===== config.mk =====
export PLATFORM = sky130hd
export DESIGN_NAME = wrb_bridge
export DESIGN_NICKNAME = d
export VERILOG_FILES = /design/src/rtl/wrb_pkg.sv /design/src/rtl/wrb_addr_dec.sv /design/src/rtl/wrb_temp_byte.sv /design/src/rtl/wrb_reg_slot.sv /design/src/rtl/wrb_rd_mux.sv /design/src/rtl/wrb_bridge.sv
export SDC_FILE = /design/constraint.sdc
export NUM_CORES = 1
export LEC_CHECK = 0
export BUFFER_PORTS_ARGS = -buffer_cell sky130_fd_sc_hd__buf_4
export CORE_AREA = 2 2 127 104
export DETAILED_ROUTE_END_ITERATION = 10
export DIE_AREA = 0 0 129 106
export GPL_TIMING_DRIVEN = 1
export REMOVE_ABC_BUFFERS = 1
export SLEW_MARGIN = 30
export SYNTH_ARGS = -nofsm -noshare
export SYNTH_HDL_FRONTEND = slang
export SYNTH_SLANG_ARGS = --single-unit

===== constraint.sdc =====
create_clock -name clk_i -period 2.8 [get_ports clk_i]
set_input_delay 0.14 -clock clk_i [delete_from_list [all_inputs] [get_ports clk_i]]
set_output_delay 0.14 -clock clk_i [all_outputs]
set_load 0.05 [all_outputs]

===== src/rtl/wrb_pkg.sv =====
package wrb_pkg;
  localparam int unsigned BYTE_W = 8;
  localparam int unsigned WORD_W = 16;

  typedef enum logic [1:0] {
    OP_IDLE  = 2'd0,
    OP_WRITE = 2'd1,
    OP_READ  = 2'd2
  } bus_op_e;

  typedef enum logic {
    HALF_LO = 1'b0,
    HALF_HI = 1'b1
  } half_e;
endpackage


===== src/rtl/wrb_addr_dec.sv =====
module wrb_addr_dec
  import wrb_pkg::*;
#(
  parameter int unsigned NUM_REGS = 4,
  parameter int unsigned ADDR_W   = 8
) (
  input  logic [ADDR_W-1:0]   addr_i,
  input  logic                wr_i,
  input  logic                rd_i,
  output bus_op_e             op_o,
  output half_e               half_o,
  output logic                hit_o,
  output logic [NUM_REGS-1:0] sel_o
);
  localparam int unsigned SLOT_W = ADDR_W - 1;

  logic [SLOT_W-1:0] slot;

  assign slot   = addr_i[ADDR_W-1:1];
  assign half_o = half_e'(addr_i[0]);
  assign hit_o  = ({{(32-SLOT_W){1'b0}}, slot} < 32'(NUM_REGS));

  // write has priority when both strobes are high
  always_comb begin
    if (wr_i)      op_o = OP_WRITE;
    else if (rd_i) op_o = OP_READ;
    else           op_o = OP_IDLE;
  end

  for (genvar k = 0; k < NUM_REGS; k++) begin : g_sel
    assign sel_o[k] = hit_o && (slot == SLOT_W'(k));
  end
endmodule


===== src/rtl/wrb_temp_byte.sv =====
module wrb_temp_byte
  import wrb_pkg::*;
(
  input  logic              clk_i,
  input  logic              rst_ni,
  input  logic              load_wr_i,
  input  logic [BYTE_W-1:0] wdata_i,
  input  logic              load_rd_i,
  input  logic [BYTE_W-1:0] snap_i,
  output logic [BYTE_W-1:0] temp_o
);
  always_ff @(posedge clk_i or negedge rst_ni) begin
    if (!rst_ni)        temp_o <= '0;
    else if (load_wr_i) temp_o <= wdata_i;
    else if (load_rd_i) temp_o <= snap_i;
  end


  temp_hold_chk: assert property (@(posedge clk_i) disable iff (!rst_ni)
    (!load_wr_i && !load_rd_i) |=> $stable(temp_o));
endmodule


===== src/rtl/wrb_reg_slot.sv =====
module wrb_reg_slot
  import wrb_pkg::*;
(
  input  logic              clk_i,
  input  logic              rst_ni,
  input  logic              cpu_commit_i,
  input  logic [WORD_W-1:0] cpu_word_i,
  input  logic              hw_we_i,
  input  logic [WORD_W-1:0] hw_word_i,
  output logic [WORD_W-1:0] q_o
);
  always_ff @(posedge clk_i or negedge rst_ni) begin
    if (!rst_ni)           q_o <= '0;
    else if (cpu_commit_i) q_o <= cpu_word_i;
    else if (hw_we_i)      q_o <= hw_word_i;
  end


  cpu_wins_chk: assert property (@(posedge clk_i) disable iff (!rst_ni)
    cpu_commit_i |=> (q_o == $past(cpu_word_i)));


  slot_hold_chk: assert property (@(posedge clk_i) disable iff (!rst_ni)
    (!cpu_commit_i && !hw_we_i) |=> $stable(q_o));
endmodule


===== src/rtl/wrb_rd_mux.sv =====
module wrb_rd_mux
  import wrb_pkg::*;
#(
  parameter int unsigned NUM_REGS = 4
) (
  input  logic                       rd_en_i,
  input  half_e                      half_i,
  input  logic [NUM_REGS-1:0]        sel_i,
  input  logic [NUM_REGS*WORD_W-1:0] words_i,
  input  logic [BYTE_W-1:0]          temp_i,
  output logic [BYTE_W-1:0]          rdata_o,
  output logic [BYTE_W-1:0]          snap_o
);
  logic [NUM_REGS-1:0][BYTE_W-1:0] lo_b, hi_b;

  for (genvar k = 0; k < NUM_REGS; k++) begin : g_split
    assign lo_b[k] = words_i[k*WORD_W +: BYTE_W];
    assign hi_b[k] = words_i[k*WORD_W+BYTE_W +: BYTE_W];
  end

  logic [BYTE_W-1:0] lo_sel;

  // sel_i is one-hot or zero, so an OR-reduce forms the mux
  always_comb begin
    lo_sel = '0;
    snap_o = '0;
    for (int k = 0; k < NUM_REGS; k++) begin
      if (sel_i[k]) begin
        lo_sel = lo_sel | lo_b[k];
        snap_o = snap_o | hi_b[k];
      end
    end
  end

  always_comb begin
    rdata_o = '0;
    if (rd_en_i) rdata_o = (half_i == HALF_HI) ? temp_i : lo_sel;
  end
endmodule


===== src/rtl/wrb_bridge.sv =====
module wrb_bridge
  import wrb_pkg::*;
#(
  parameter int unsigned NUM_REGS = 4,
  parameter int unsigned ADDR_W   = 8
) (
  input  logic                       clk_i,
  input  logic                       rst_ni,
  input  logic [ADDR_W-1:0]          addr_i,
  input  logic [7:0]                 wdata_i,
  input  logic                       wr_i,
  input  logic                       rd_i,
  output logic [7:0]                 rdata_o,
  input  logic [NUM_REGS-1:0]        hw_we_i,
  input  logic [NUM_REGS*16-1:0]     hw_data_i,
  output logic [NUM_REGS*16-1:0]     reg_q_o,
  output logic [NUM_REGS-1:0]        commit_o
);
  bus_op_e             op;
  half_e               half;
  logic                hit;
  logic [NUM_REGS-1:0] sel;
  logic                wr_go, rd_go;
  logic [BYTE_W-1:0]   temp_q, snap;
  logic [WORD_W-1:0]   cpu_word;

  wrb_addr_dec #(.NUM_REGS(NUM_REGS), .ADDR_W(ADDR_W)) u_dec (
    .addr_i (addr_i),
    .wr_i   (wr_i),
    .rd_i   (rd_i),
    .op_o   (op),
    .half_o (half),
    .hit_o  (hit),
    .sel_o  (sel)
  );

  assign wr_go    = (op == OP_WRITE) && hit;
  assign rd_go    = (op == OP_READ)  && hit;
  assign cpu_word = {temp_q, wdata_i};

  wrb_temp_byte u_temp (
    .clk_i     (clk_i),
    .rst_ni    (rst_ni),
    .load_wr_i (wr_go && (half == HALF_HI)),
    .wdata_i   (wdata_i),
    .load_rd_i (rd_go && (half == HALF_LO)),
    .snap_i    (snap),
    .temp_o    (temp_q)
  );

  for (genvar k = 0; k < NUM_REGS; k++) begin : g_slot
    assign commit_o[k] = wr_go && (half == HALF_LO) && sel[k];

    wrb_reg_slot u_slot (
      .clk_i        (clk_i),
      .rst_ni       (rst_ni),
      .cpu_commit_i (commit_o[k]),
      .cpu_word_i   (cpu_word),
      .hw_we_i      (hw_we_i[k]),
      .hw_word_i    (hw_data_i[k*WORD_W +: WORD_W]),
      .q_o          (reg_q_o[k*WORD_W +: WORD_W])
    );
  end

  wrb_rd_mux #(.NUM_REGS(NUM_REGS)) u_mux (
    .rd_en_i (rd_go),
    .half_i  (half),
    .sel_i   (sel),
    .words_i (reg_q_o),
    .temp_i  (temp_q),
    .rdata_o (rdata_o),
    .snap_o  (snap)
  );


  commit_onehot_chk: assert property (@(posedge clk_i) disable iff (!rst_ni)
    $onehot0(commit_o));


  lo_read_snap_chk: assert property (@(posedge clk_i) disable iff (!rst_ni)
    (rd_i && !wr_i && hit && !addr_i[0]) |=> (temp_q == $past(snap)));


  unmapped_quiet_chk: assert property (@(posedge clk_i) disable iff (!rst_ni)
    !hit |-> (rdata_o == '0 && commit_o == '0));


  no_read_zero_chk: assert property (@(posedge clk_i) disable iff (!rst_ni)
    (!rd_i || wr_i) |-> (rdata_o == '0));
endmodule


==> results.cfg <==
[critical_path]
path_cells = buf_4 -> nor4_4 -> nand4_1 -> nor2_1 -> buf_4
critPathMaxStageDelay_ns = 0.57
cp.arrival_ns = 1.88
worstSetupPathType = input port to output pin
r2r_start = g_slot[3].u_slot.q_o[13]
cp_data_required_time_ns = 2.66
crit_path_start_kind = input port
crit_buf_inv = 2
crit_top_cell = buf_4
cp_max_fo = 8
crit_family = simple AND/OR/NAND/NOR gates
startpoint = addr_i[3]
cp_slowest_cell = nand4_1
worst_setup_path_end_kind = output pin

[timing]
fin_setup_tns_ns = 0
slew_violations = 0
hold_ws_ns = 0.0849
rsz0062_at_grt = false
maxSlewHeadroom = 0.540
period_needed_ns = 2.02
post-route-period-util = 0.723
worst_pin_slew_ns = 0.687
clock.fmax_mhz = 494
finalSetupViolations = 0
finalHoldViolations = 0
finClkSkew_ns = 0.00421

[floorplan]
core_mm2 = 0.0125
fp.dieW_um = 129
rows = 37
io_pins = 164
die-area_mm2 = 0.0137
die_h_um = 106
start_util = 0.331

[power_and_ir_drop]
ir_drop_v = 0.000288
p_leak_nw = 2.69
power_density_mw_per_mm2 = 618

[drt]
avgRoutedWirePerCell_um = 20.0
antenna_left = 0
post-route-drc-count = 0
drtIter0Drc = 122
via_count = 3133
firstDrtPassIters = 4
viasPerCell = 4.98
drt-total-wl_um = 12600

[synthesis]
ys_warn_count = 0
avgSynthCellArea_um2 = 14.2
netlist-cell-type-count = 20
synth_area_mm2 = 0.00415
ys_seq_area_frac = 0.434
synth_cells = 293
synth-seq-cells = 72

[cells_and_area]
area_delta_synth_final_pct = 41.3
utilization = 0.467
layout_commonest_cell = buf_4
drive_gt1_frac = 0.736
finalNetCount = 537
layout_common_cells = buf_4 (167), mux2_2 (128), dfrtp_1 (72)
fill_cells = 1164
diodes = 0

[placed_design]
gp_congestion = 0.777
portBuffers = 163
dp_hpwl_um = 8970

[clock_tree]
clockRootBuffer = clkbuf_16
cts_setup_buffers = 0
insertion_delay_ns = 0.33
cts.sinks = 72
cts_tree = done
clk_path_buf_depth = 2
cts.clk_slew.worst_paths_ns = 0.05
numCtsBuffers = 9
h-tree-depth = 3

[global_route]
grt.overflow.total = 0
grt_max_degree = 73
grt.total_usage = 0.190
grt_pass1_wl_um = 19200
grt_antenna_before_repair = 0
grt_pass1_vias = 3385

[status]
outcome = complete, no violations

[hold_path]
min_from = wdata_i[1]
hold_path.class = input port to flop

[flow_run]
cap_violations = 0
## path summary, 6_finish.rpt
kind / slack, ns / depth (start not counted) / end
min reg2reg: 0.64 / 1 / u_temp.temp_o[5]
min: 0.08 / 2 / g_slot[1].u_slot.q_o[1]
max reg2reg: 1.39 / 3 / u_temp.temp_o[5]
min in group asynchronous: 0.38 / 2 / g_slot[3].u_slot.q_o[3]
max in group asynchronous: 1.96 / 2 / u_temp.temp_o[1]
max: 0.78 / 5 / rdata_o[4]
## kinds of logic after synthesis
group                  synth area share
AO/OA/AOI/OAI                    0.0356
buffers and inverters            0.0383
flip-flops                        0.434
multiplexers                      0.453
AND/OR/NAND/NOR                  0.0389
## state kept, by name (all words and copies together), names as in the netlist
signal,flops
u_temp.temp_o,8
g_slot.u_slot.q_o,64
## through the flow
stage	power [W]	cell area (um2)	setup WS (ns)	std cells
floorplan	0.00188	4020	1.01	269
global placement	0.00228	5500	0.778	612
detailed placement	0.00229	5500	0.729	612
CTS	0.00366	5860	0.728	629
global route	0.00378	5860	0.695	629
finish	0.00362	5860	0.776	629
## cell usage after synthesis
library cell / number / share of area
mux2_2: 128 / 0.35
dfrtp_1: 72 / 0.43
a22o_1: 16 / 0.034
mux4_2: 16 / 0.087
nor2_1: 9 / 0.0081
mux2i_1: 8 / 0.019
clkbuf_1: 7 / 0.0063
buf_1: 5 / 0.0045
buf_4: 5 / 0.0090
inv_1: 5 / 0.0045
buf_2: 4 / 0.0048
nand4_2: 4 / 0.012
and2_1: 3 / 0.0045
buf_6: 3 / 0.0081
nor2b_1: 3 / 0.0045
clkinv_1: 1 / 0.00090
nand4_1: 1 / 0.0015
nor3b_2: 1 / 0.0030
nor4_4: 1 / 0.0051
o211ai_1: 1 / 0.0018
## repair_timing
item,CTS,global route
hold buffers,1,0
endpoints found under the hold margin,36,0
resized for setup,0,0
## metal layers
layer / track usage / vias up / share of wire
met5: 0 / - / 0
met4: 0.0528 / 0 / 0.013
met3: 0.0413 / 14 / 0.051
met2: 0.310 / 107 / 0.49
met1: 0.254 / 1579 / 0.44
li1: - / 1433 / -
## power breakdown
group          leakage (nW)  internal [W]  switching [W]
logic                  1.66      0.000435       0.000556
registers             0.854       0.00116       0.000118
clock network         0.172      0.000917       0.000439
total                  2.69       0.00251        0.00111
## final cells by class
class / instances / area, um2 / share of cell area
inverter: 6 / 22.5 / 0.00384
clock buffer: 11 / 253 / 0.0431
tap: 175 / 219 / 0.0373
timing repair buffer: 169 / 1270 / 0.217
clock inverter: 5 / 103 / 0.0175
sequential: 72 / 1800 / 0.307
multi-input combinational: 191 / 2190 / 0.374
No activity file was read; power rests on OpenSTA's default activity.
